## config.mk

```make
export PLATFORM = sky130hd
export DESIGN_NAME = mtimer
export DESIGN_NICKNAME = d
export VERILOG_FILES = /design/src/rtl/mtimer_pkg.sv /design/src/rtl/mtimer_ctrl.sv /design/src/rtl/mtimer_dp.sv /design/src/rtl/mtimer.sv
export SDC_FILE = /design/constraint.sdc
export NUM_CORES = 1
export LEC_CHECK = 0
export BUFFER_PORTS_ARGS = -buffer_cell sky130_fd_sc_hd__buf_2
export CORE_ASPECT_RATIO = 0.5
export CORE_MARGIN = 3
export CORE_UTILIZATION = 61
export DETAILED_ROUTE_END_ITERATION = 10
export PLACE_DENSITY = 0.8
export SLEW_MARGIN = 5
export SYNTH_ARGS = -nofsm -noshare
export SYNTH_HDL_FRONTEND = slang
export SYNTH_SLANG_ARGS = --single-unit
```

## constraint.sdc

```tcl
create_clock -name clk -period 2.75 [get_ports clk]
set_clock_uncertainty 0.05 [all_clocks]
set_input_delay 0.55 -clock clk [delete_from_list [all_inputs] [get_ports clk]]
set_output_delay 0.55 -clock clk [all_outputs]
set_load 0.05 [all_outputs]
```

## src/rtl/mtimer_pkg.sv

```systemverilog
package mtimer_pkg;
  localparam int HALF_W = 32;
  localparam int TIME_W = 2 * HALF_W;

  typedef enum logic [1:0] {
    REG_TIME_LO = 2'd0,
    REG_TIME_HI = 2'd1,
    REG_CMP_LO  = 2'd2,
    REG_CMP_HI  = 2'd3
  } mtReg_t;

  typedef struct packed {
    logic tick;
    logic wrTimeLo;
    logic wrTimeHi;
    logic wrCmpLo;
    logic wrCmpHi;
    logic rdTimeLo;
    logic rdTimeHi;
    logic rdCmpLo;
    logic rdCmpHi;
  } mtStrobe_t;
endpackage

```

## src/rtl/mtimer_ctrl.sv

```systemverilog
module mtimer_ctrl
  import mtimer_pkg::*;
(
  input  logic       tickEn,
  input  logic       wrEn,
  input  logic       rdEn,
  input  logic [1:0] addr,
  output mtStrobe_t  strobe
);
  mtReg_t regSel;

  always_comb begin
    regSel          = mtReg_t'(addr);
    strobe          = '0;
    strobe.tick     = tickEn;
    strobe.wrTimeLo = wrEn && (regSel == REG_TIME_LO);
    strobe.wrTimeHi = wrEn && (regSel == REG_TIME_HI);
    strobe.wrCmpLo  = wrEn && (regSel == REG_CMP_LO);
    strobe.wrCmpHi  = wrEn && (regSel == REG_CMP_HI);
    strobe.rdTimeLo = rdEn && (regSel == REG_TIME_LO);
    strobe.rdTimeHi = rdEn && (regSel == REG_TIME_HI);
    strobe.rdCmpLo  = rdEn && (regSel == REG_CMP_LO);
    strobe.rdCmpHi  = rdEn && (regSel == REG_CMP_HI);
  end
endmodule

```

## src/rtl/mtimer_dp.sv

```systemverilog
module mtimer_dp
  import mtimer_pkg::*;
#(
  parameter int TICK_STEP = 1
) (
  input  logic              clk,
  input  logic              rstN,
  input  mtStrobe_t         strobe,
  input  logic [HALF_W-1:0] wrData,
  output logic [HALF_W-1:0] rdData,
  output logic              timerIrq
);
  localparam logic [TIME_W-1:0] STEP = TIME_W'(TICK_STEP);

  logic [TIME_W-1:0] timeVal;
  logic [TIME_W-1:0] cmpVal;
  logic [HALF_W-1:0] snapHi;
  logic [1:0]        cmpWr;

  // Time counter: a software write wins over the step in the same cycle.
  always_ff @(posedge clk) begin
    if (!rstN) begin
      timeVal <= '0;
    end else if (strobe.wrTimeLo) begin
      timeVal <= {timeVal[TIME_W-1:HALF_W], wrData};
    end else if (strobe.wrTimeHi) begin
      timeVal <= {wrData, timeVal[HALF_W-1:0]};
    end else if (strobe.tick) begin
      timeVal <= timeVal + STEP;
    end
  end

  // Compare register, one generated slice per 32-bit half.
  assign cmpWr = {strobe.wrCmpHi, strobe.wrCmpLo};
  for (genvar h = 0; h < 2; h++) begin : g_cmpHalf
    always_ff @(posedge clk) begin
      if (!rstN) begin
        cmpVal[h*HALF_W +: HALF_W] <= '1;
      end else if (cmpWr[h]) begin
        cmpVal[h*HALF_W +: HALF_W] <= wrData;
      end
    end
  end

  // Registered read path with a high-word snapshot taken on low reads.
  always_ff @(posedge clk) begin
    if (!rstN) begin
      rdData <= '0;
      snapHi <= '0;
    end else begin
      if (strobe.rdTimeLo) begin
        rdData <= timeVal[HALF_W-1:0];
        snapHi <= timeVal[TIME_W-1:HALF_W];
      end else if (strobe.rdTimeHi) begin
        rdData <= snapHi;
      end else if (strobe.rdCmpLo) begin
        rdData <= cmpVal[HALF_W-1:0];
      end else if (strobe.rdCmpHi) begin
        rdData <= cmpVal[TIME_W-1:HALF_W];
      end
    end
  end

  assign timerIrq = (timeVal >= cmpVal);

  p_step_r2: assert property (@(posedge clk) disable iff (!rstN)
    (strobe.tick && !strobe.wrTimeLo && !strobe.wrTimeHi)
      |=> (timeVal == $past(timeVal) + STEP));

  p_hold_r2: assert property (@(posedge clk) disable iff (!rstN)
    (!strobe.tick && !strobe.wrTimeLo && !strobe.wrTimeHi)
      |=> $stable(timeVal));

  p_wr_lo_r3: assert property (@(posedge clk) disable iff (!rstN)
    strobe.wrTimeLo |=> (timeVal[HALF_W-1:0] == $past(wrData)));

  p_cmp_lo_r4: assert property (@(posedge clk) disable iff (!rstN)
    strobe.wrCmpLo |=> (cmpVal[HALF_W-1:0] == $past(wrData)));

  p_irq_cause_r5: assert property (@(posedge clk) disable iff (!rstN)
    $rose(timerIrq) |-> (!$stable(timeVal) || !$stable(cmpVal)));

  p_snap_r7: assert property (@(posedge clk) disable iff (!rstN)
    strobe.rdTimeLo |=> (snapHi == $past(timeVal[TIME_W-1:HALF_W])));
endmodule

```

## src/rtl/mtimer.sv

```systemverilog
module mtimer
  import mtimer_pkg::*;
#(
  parameter int TICK_STEP = 1
) (
  input  logic        clk,
  input  logic        rstN,
  input  logic        tickEn,
  input  logic        wrEn,
  input  logic        rdEn,
  input  logic [1:0]  addr,
  input  logic [31:0] wrData,
  output logic [31:0] rdData,
  output logic        timerIrq
);
  mtStrobe_t strobe;

  mtimer_ctrl u_ctrl (
    .tickEn (tickEn),
    .wrEn   (wrEn),
    .rdEn   (rdEn),
    .addr   (addr),
    .strobe (strobe)
  );

  mtimer_dp #(.TICK_STEP(TICK_STEP)) u_dp (
    .clk      (clk),
    .rstN     (rstN),
    .strobe   (strobe),
    .wrData   (wrData),
    .rdData   (rdData),
    .timerIrq (timerIrq)
  );
endmodule

```

==> flow_summary.ini <==
[status]
outcome = finished with violations
violations = setup timing

[logic_synthesis]
synth_common_cells = 207 x nand2_1, 192 x dfxtp_1, 97 x a21oi_1, 81 x nor2_1, 78 x o211ai_1
synth_top_area_share_pct = 36.7
ys_types = 62
synth.yosys.seq_area_share_pct = 36.7
netlist_instances = 1249
syn-cell-area_um2 = 10500
avgSynthCellArea_um2 = 8.39
synthArstFlopShare_pct = 0
synth_nets = 1353
ys_dominant_reg_cell = dfxtp_1
synth_area_leader_cell = dfxtp_1
yosys_warnings = 0
synth-edff-count = 0
synth_most_common_cell = nand2_1
synth-seq-cells = 192
synth.area.top_cells = dfxtp_1 37%, ha_1 7.8%, nand2_1 7.4%

[power]
ir_drop_mv = 0.431
finalPower_mw = 6.62
p_leak_nw = 5.55
power_density_nw_per_um2 = 524

[place]
place_congestion = 0.989
pre_cts_ws_ps = -259
placed_area_um2 = 11600
dpl.hpwl_um = 24900
io_buffers = 71

[final_layout]
area_growth_pct = 20.5
utilization_pct = 76.1
drive_gt1_share_pct = 22.9
finalInstanceArea_um2 = 12600
n_antenna_cell = 0
fin_nets = 1476

[routing]
vias = 10700
drc = 0
drt_iter0_markers = 1530
wirelength_um = 36500
antenna_left = 0
drtPass1Iterations = 7
wl_per_cell_um = 22.7
vias_per_cell = 6.62

[floorplan]
core_area_um2 = 16600
dieArea_um2 = 18900
die_w_um = 191
die_h_um = 98.7
start_util_pct = 63.1
placementRows = 33
ios = 72

[sta]
rsz0062_at_grt = yes
tightest_slew_ps = 962
setup_ws_ps = -281
finalHoldWorstSlack_ps = 335
finalHoldViolations = 0
fin_crit_ps = 3030
setup_viol = 1
finalMaxSlewViolations = 0
max_freq_mhz = 330
max_slew_margin_pct = 35.9
fin_crit_sh_pct = 110

[clocking]
postCtsHoldBufs = 0
cts_max_path_buffers = 2
path_clk_slew_ps = 80
cts_sinks = 192
tritoncts = yes
htreeDepth = 4
cts_buffers = 17
root_buffer = clkbuf_16
worstSkewPairLatency_ps = 440

[worst_setup_path]
path_delay_family = buffers and inverters
slowest_delay_ps = 340
cp.arrival_ps = 2430
endpoint_kind = output port
worst-path-buf-inv = 4
startpoint_type = flop
worstPathMaxFanout = 3
setup.worst_path.class = reg -> out
slowest_stage = dfxtp_2
worstPathRequired_ps = 2150
path_cells = inv_2 -> ha_4 -> nand4_1 -> buf_4 -> nor4_4 -> buf_4 -> nand4_1 -> o21ai_2 -> buf_6

[grt]
grt_pass1_vias = 10100
grtUsageTotal_pct = 37.5
grt-ovfl-total = 0
grt_pass1_wl_um = 55000
antenna_found_initial = 0
grt_max_degree = 82

[min_path]
hp-class = in -> reg

[run]
maxCapViolations = 0
-- layer usage --
metal | track usage [%] | vias to the layer above | share of wire [%]
li1 | - | 4734 | -
met3 | 8.60 | 84 | 13
met2 | 55.5 | 781 | 43
met4 | 11.3 | 0 | 1.8
met1 | 54.6 | 5061 | 42
met5 | 0 | - | 0
-- what timing repair did --
action,CTS,global route
setup endpoints to repair,1,2
gates resized for setup,30,45
setup buffers,1,9
pin swaps,13,26
gates cloned,0,0
-- logic make-up (layout without fill, tap and decap cells) --
logic type	count (synthesis)	count (layout)	share of synthesized area, %
adders and majority gates	65	65	7.76
muxes	79	79	10.1
and+or+nand+nor	451	451	20.6
DFF	192	192	36.7
buffers and inverters	154	289	5.68
xor gates and xnor gates	19	19	1.59
AOI/OAI and AO/OA	289	289	17.6
-- placed cells by master, fill, tap and decap left out, types with 7 or more instances in the layout --
master	netlist	final
nand2_1	207	207
dfxtp_1	192	176
buf_4	3	107
a21oi_1	97	95
o211ai_1	78	78
nor2_1	81	77
buf_2	4	70
inv_1	77	61
mux2i_1	56	56
ha_1	65	49
o21ai_0	38	33
nand3_1	34	33
nand4_1	30	30
mux4_2	21	21
nor3_1	19	19
clkbuf_16	0	17
dfxtp_2	0	16
inv_2	0	15
ha_4	0	15
a31oi_1	14	14
a211oi_1	14	14
a21o_1	13	13
xnor2_1	12	12
or3_1	12	11
nor4_1	12	10
and3_1	10	9
and4_1	9	8
and2_1	7	7
xor2_1	7	7
-- stage by stage --
| stage | cells | setup TNS [ps] |
|---|---|---|
| finish | 1611 | -281 |
| global route | 1611 | -350 |
| CTS | 1602 | -216 |
| detailed placement | 1571 | -259 |
| global placement | 1571 | -269 |
| floorplan | 1249 | 0 |
-- sequential cells by signal (all words and copies together), names as in the netlist --
register,count
u_dp.cmpVal,64
u_dp.rdData,32
u_dp.timeVal,64
u_dp.snapHi,32
-- power by group --
group / internal (mW) / switching (mW) / total (mW)
clock: 1.44 / 1.17 / 2.61
combinational: 0.362 / 0.637 / 1.00
sequential: 2.91 / 0.0987 / 3.01
total: 4.71 / 1.91 / 6.62
-- final timing paths --
check                                      from          endpoint  slack (ps)  cells past startpoint
worst max-delay path            u_dp.cmpVal[57]          timerIrq        -280                      9
worst min-delay path                 wrData[15]  u_dp.timeVal[15]         330                      3
worst max register to register  u_dp.timeVal[0]  u_dp.timeVal[56]          60                      8
worst min register to register  u_dp.snapHi[21]   u_dp.snapHi[21]         410                      2
-- tightest hold or removal path: stages --
cell and delay [ps]:
buf_2 130, nand2_1 60, a21oi_1 50
-- area by class of cell --
class	count	area, um2
clock buffer	20	437
clock inverter	11	155
fill	1183	3970
inverter	77	290
multi-input combinational	903	6370
sequential	192	3860
tap	227	284
timing repair buffer	181	1220
(Power assumes the default switching activity.)
